[src/rtl/ocp_pkg.sv]
package ocp_pkg;
  localparam int NUM_CH = 3;
  localparam int CH_W   = 2;
  localparam int STAT_W = CH_W + 2;
  localparam int IDX_A  = 0;
  localparam int IDX_C  = 1;
  localparam int IDX_DC = 2;

  typedef struct packed {
    logic             fault;
    logic             neg;
    logic [CH_W-1:0]  ch;
  } stat_t;
endpackage

[src/rtl/ocp_window.sv]
module ocp_window #(
  parameter int SAMPLE_W = 12,
  parameter int LIM_W    = 12
) (
  input  logic signed [SAMPLE_W-1:0] sample,
  input  logic        [LIM_W-1:0]    lim,
  output logic                       over_pos,
  output logic                       over_neg
);
  localparam int EW = ((SAMPLE_W > LIM_W) ? SAMPLE_W : LIM_W) + 2;

  logic signed [EW-1:0] s_x;
  logic signed [EW-1:0] l_x;
  logic signed [EW-1:0] l_neg;

  assign s_x      = {{(EW-SAMPLE_W){sample[SAMPLE_W-1]}}, sample};
  assign l_x      = {{(EW-LIM_W){1'b0}}, lim};
  assign l_neg    = -l_x;
  assign over_pos = (s_x > l_x);
  assign over_neg = (s_x < l_neg);
endmodule

[src/rtl/ocp_first.sv]
module ocp_first
  import ocp_pkg::*;
(
  input  logic [NUM_CH-1:0] over_pos,
  input  logic [NUM_CH-1:0] over_neg,
  output logic              hit,
  output logic              hit_neg,
  output logic [CH_W-1:0]   hit_ch
);
  always_comb begin
    hit     = 1'b0;
    hit_neg = 1'b0;
    hit_ch  = '0;
    for (int i = NUM_CH - 1; i >= 0; i--) begin
      if (over_pos[i] || over_neg[i]) begin
        hit     = 1'b1;
        hit_neg = ~over_pos[i];
        hit_ch  = CH_W'(i);
      end
    end
  end
endmodule

[src/rtl/ocp_hold.sv]
module ocp_hold
  import ocp_pkg::*;
#(
  parameter int GATE_W = 3
) (
  input  logic              clk,
  input  logic              rst,
  input  logic              sample_vld,
  input  logic              hit,
  input  logic              hit_neg,
  input  logic [CH_W-1:0]   hit_ch,
  input  logic              fault_clr,
  input  logic [GATE_W-1:0] gate_req,
  output logic [GATE_W-1:0] gate_en,
  output stat_t             status
);
  logic trip;
  logic release_ok;
  logic fault_d;
  stat_t stat_q;
  logic [GATE_W-1:0] gate_q;

  assign trip       = sample_vld & hit;
  assign release_ok = fault_clr & ~hit;
  assign fault_d    = trip | (stat_q.fault & ~release_ok);

  always_ff @(posedge clk) begin
    if (rst) begin
      stat_q <= '0;
      gate_q <= '0;
    end else begin
      gate_q <= fault_d ? '0 : gate_req;
      if (trip && !stat_q.fault) begin
        stat_q.fault <= 1'b1;
        stat_q.neg   <= hit_neg;
        stat_q.ch    <= hit_ch;
      end else if (stat_q.fault && !fault_d) begin
        stat_q <= '0;
      end
    end
  end

  assign gate_en = gate_q;
  assign status  = stat_q;
endmodule

[src/rtl/ocp_guard.sv]
module ocp_guard
  import ocp_pkg::*;
#(
  parameter int SAMPLE_W = 12,
  parameter int LIM_W    = 12,
  parameter int GATE_W   = 3
) (
  input  logic                       clk,
  input  logic                       rst,
  input  logic                       sample_vld,
  input  logic signed [SAMPLE_W-1:0] cur_a,
  input  logic signed [SAMPLE_W-1:0] cur_c,
  input  logic signed [SAMPLE_W-1:0] cur_dc,
  input  logic        [LIM_W-1:0]    lim_phase,
  input  logic        [LIM_W-1:0]    lim_dc,
  input  logic                       fault_clr,
  input  logic        [GATE_W-1:0]   gate_req,
  output logic        [GATE_W-1:0]   gate_en,
  output logic        [STAT_W-1:0]   fault_word
);
  logic signed [SAMPLE_W-1:0] smp [NUM_CH];
  logic [NUM_CH-1:0] over_pos;
  logic [NUM_CH-1:0] over_neg;
  logic              hit;
  logic              hit_neg;
  logic [CH_W-1:0]   hit_ch;
  stat_t             status;

  assign smp[IDX_A]  = cur_a;
  assign smp[IDX_C]  = cur_c;
  assign smp[IDX_DC] = cur_dc;

  for (genvar g = 0; g < NUM_CH; g++) begin : g_win
    if (g == IDX_DC) begin : g_dc
      ocp_window #(.SAMPLE_W(SAMPLE_W), .LIM_W(LIM_W)) u_win (
        .sample  (smp[g]),
        .lim     (lim_dc),
        .over_pos(over_pos[g]),
        .over_neg(over_neg[g])
      );
    end else begin : g_ph
      ocp_window #(.SAMPLE_W(SAMPLE_W), .LIM_W(LIM_W)) u_win (
        .sample  (smp[g]),
        .lim     (lim_phase),
        .over_pos(over_pos[g]),
        .over_neg(over_neg[g])
      );
    end
  end

  ocp_first u_first (
    .over_pos(over_pos),
    .over_neg(over_neg),
    .hit     (hit),
    .hit_neg (hit_neg),
    .hit_ch  (hit_ch)
  );

  ocp_hold #(.GATE_W(GATE_W)) u_hold (
    .clk       (clk),
    .rst       (rst),
    .sample_vld(sample_vld),
    .hit       (hit),
    .hit_neg   (hit_neg),
    .hit_ch    (hit_ch),
    .fault_clr (fault_clr),
    .gate_req  (gate_req),
    .gate_en   (gate_en),
    .status    (status)
  );

  assign fault_word = status;
endmodule

[config.mk]
export PLATFORM = sky130hd
export DESIGN_NAME = ocp_guard
export DESIGN_NICKNAME = d
export VERILOG_FILES = /design/src/rtl/ocp_pkg.sv /design/src/rtl/ocp_window.sv /design/src/rtl/ocp_first.sv /design/src/rtl/ocp_hold.sv /design/src/rtl/ocp_guard.sv
export SDC_FILE = /design/constraint.sdc
export NUM_CORES = 1
export LEC_CHECK = 0
export BUFFER_PORTS_ARGS = -buffer_cell sky130_fd_sc_hd__buf_2
export CORE_MARGIN = 1.5
export CORE_UTILIZATION = 25
export DETAILED_ROUTE_END_ITERATION = 8
export GPL_ROUTABILITY_DRIVEN = 0
export RECOVER_POWER = 50
export SYNTH_ARGS = -nofsm -noshare
export SYNTH_HDL_FRONTEND = slang
export SYNTH_SLANG_ARGS = --single-unit
[constraint.sdc]
create_clock -name clk -period 7.7 [get_ports clk]
set_clock_uncertainty 0.15 [all_clocks]
set_input_delay 0.77 -clock clk [delete_from_list [all_inputs] [get_ports clk]]
set_output_delay 0.77 -clock clk [all_outputs]
set_load 0.005 [all_outputs]
==> results.tsv <==
stage	metric	value	unit
status	status	finished clean	
finish	number of fill cells	1163	
setup_path	CP Data Required Time	7670	ps
power_and_ir_drop	Flop pwr share	17.1	%
synth	unique cell type count in the Yosys netlist	59	
power_and_ir_drop	worst vdd ir	0.0000533	V
setup_path	RR Startpoint	u_hold.status[3]	
floorplanning	die area	11100	um2
synth	Syn Inst Count	336	
setup_path	CP Launch Type	input port	
detailed_routing	post-route DRC violation count	0	
grt	GRT Resource Usage Total	13.1	%
synth	Synth Flop Type	dfxtp_1	
power_and_ir_drop	Pleak	1.57	nW
floorplanning	chip height	106	um
setup_path	critical-path maximum fanout	5	
setup_path	WS Path Type	in -> reg	
synth	register area share after synthesis	5.33	%
setup_path	Reg2Reg Capture Point	u_hold.status[1]	
finish	most frequent cells in the layout	ha_1 (71), buf_2 (68), inv_1 (42)	
finish	Multi-input gate area	2320	um2
detailed_routing	Starting DRT DRC Count	79	
clocking	H-tree levels	1	
sta	RSZ-0062 raised after global routing	false	
sta	Final Hold Vio Count	0	
clocking	CTS Buffer Depth	2	
grt	pin count of the biggest net entering global routing	8	
finish	Design Area, Final	3190	um2
finish	layout cells sized above 1	20.4	%
detailed_routing	Antenna Nets Post-Route	0	
sta	Relative slew margins	41.4	%
synth	EDFF count, synth	0	
sta	f_max	0.248	GHz
detailed_routing	routed length per instance	13.2	um
place	pre-CTS setup slack	3480	ps
sta	Fin Setup TNS	0	ps
sta	Setup violations, final	0	
detailed_routing	DRT Wirelength	7.25	mm
place	Area after DPL	3150	um2
synth	Synth Register Bits	7	
clocking	Post-CTS Hold Fix Bufs	0	
synth	Mapped Nets	474	
clocking	TritonCTS clock tree	done	
worst_hold_path	hold depth	2	
worst_hold_path	Hold Crit Endpoint	u_hold.status[2]	
synth	Yosys warnings	0	
floorplanning	Starting Density	25.6	%
floorplanning	Core ar.	10300	um2
grt	number of global-route vias before repair	2656	
clocking	Clk pin slew, worst setup/hold paths	40	ps
power_and_ir_drop	pwr dens	75.3	nW/um2
setup_path	Worst Reg-to-Reg Cells	5	
sta	minimum clock period	4030	ps
worst_hold_path	worst hold start	u_hold.status[2]	
power_and_ir_drop	clock power share	21.2	%
place	Placed Instances	544	
worst_hold_path	Hold WC Path Type	reg -> reg	
sta	Max Slew Vio Count	0	
setup_path	Worst setup EP type	flip-flop	
sta	Worst-Margin Slew	871	ps
finish	Nets	551	
floorplanning	Core Rows	37	
finish	Area Growth Syn to Fin	21.4	%
sta	worst setup margin	3670	ps
power_and_ir_drop	switching pwr	0.0991	mW
synth	Post-Syn Area	2630	um2
finish	diodes inserted	0	
grt	first-pass GRT wire length	12.1	mm
finish	Layout Cells excl Fill	548	
grt	Overflow after GRT	0	
clocking	postcts setup bufs	0	
finish	leading cell type in the layout, fill and taps excluded	ha_1	
detailed_routing	vias per std cell	4.89	
clocking	# resized after CTS	0	
synth	Mean Syn Cell Area	7.83	um2
power_and_ir_drop	Pint	0.141	mW
sta	crit share post-route	52.3	%
sta	hold_ws	321	ps
clocking	TritonCTS Buffers	3	
place	HPWL after detailed placement	6.55	mm
clocking	Clock Latency Late Sink	220	ps
job	Max-cap violations	0	
grt	initial antenna violation count	0	
power_and_ir_drop	combinational power share	61.7	%
clocking	clock root buffer	clkbuf_8	
floorplanning	# IOs	74	
synth	FFs w/ async S/R, synth	0	%
clocking	# clock sinks	7	
detailed_routing	drt pass-1 iters	4	
power_and_ir_drop	switching share of power	41.2	%
floorplanning	chip width	106	um
finish	sequential cell area	140	um2
setup_path	R2R setup slack	5980	ps
detailed_routing	via count	2680	
place	port bufs	73	
setup_path	Critical Path AT	4000	ps
[Yosys cell counts, types with 7 or more instances]
cell	number	share of area, %
nor3_1	9	1.7
nand2_1	19	2.7
nand4_1	12	2.9
a21oi_1	15	2.9
nor2b_1	10	2.4
nor2_1	25	3.6
ha_1	71	34
a21o_1	7	2.0
xnor2_1	13	4.3
dfxtp_1	7	5.3
inv_1	42	6.0
o21a_1	7	2.0
o21ai_0	16	3.0
[layout make-up]
class / count / share of cell area, %
multi-input cells: 286 / 72.7
repair buffers: 73 / 11.2
well taps: 136 / 5.33
inverters: 42 / 4.94
flip-flops and latches: 7 / 4.39
clock buffers: 4 / 1.41
[registers in the layout (all words and copies together) (netlist names)]
| signal | flops |
|---|---|
| u_hold.gate_en | 3 |
| u_hold.status | 4 |
[metrics by stage]
| stage | utilization [%] | power, mW |
|---|---|---|
| global placement | 30.7 | 0.188 |
| floorplan | - | 0.134 |
| detailed placement | 30.7 | 0.190 |
| finish | 31.1 | 0.240 |
| CTS | 31.1 | 0.243 |
| global route | 31.1 | 0.266 |
[critical path, cell delays in order]
cell and delay [ps]:
buf_2 90, inv_1 140, nand4_1 190, nor3_1 230, nand2_1 170, o41ai_1 290, o21ai_0 160, ha_1 320
and4_1 190, a2111oi_0 340, nand4_1 140, o221ai_1 320, nor3_1 140, nand3_2 110, nor4_1 70, o41ai_1 320
[power groups by stage]
stage               clock [mW]  combinational [mW]  sequential [mW]
floorplan                    0              0.0928           0.0416
global placement             0               0.146           0.0414
detailed placement           0               0.148           0.0416
CTS                     0.0522               0.150           0.0410
global route            0.0542               0.170           0.0413
finish                  0.0509               0.148           0.0410
[worst max path at each step]
stage / startpoint / end / slack, ps / depth (start not counted)
after floorplan: lim_dc[3] / u_hold.status[3] / 4090 / 15
after global placement: lim_dc[3] / u_hold.status[2] / 3580 / 15
after detailed placement: lim_dc[3] / u_hold.status[1] / 3480 / 16
after CTS: lim_dc[3] / u_hold.status[1] / 3700 / 16
after global routing: lim_dc[3] / u_hold.status[2] / 3380 / 16
final: lim_dc[3] / u_hold.status[1] / 3670 / 16
[layer usage]
layer / share of wire [%] / track usage, %
met3: 5.8 / 1.79
met1: 49 / 18.2
met2: 44 / 21.7
met5: 0 / 0
met4: 1.0 / 2.32
[logic make-up after synthesis]
kind of cell             synth area share [%]
AND/OR/NAND/NOR                          24.4
adder cells (fa/ha/maj)                  34.5
multiplexers                            0.761
AO/OA/AOI/OAI                            22.0
flip-flops                               5.33
buffers and inverters                    6.42
XOR/XNOR                                 6.57
(Power assumes the default switching activity.)
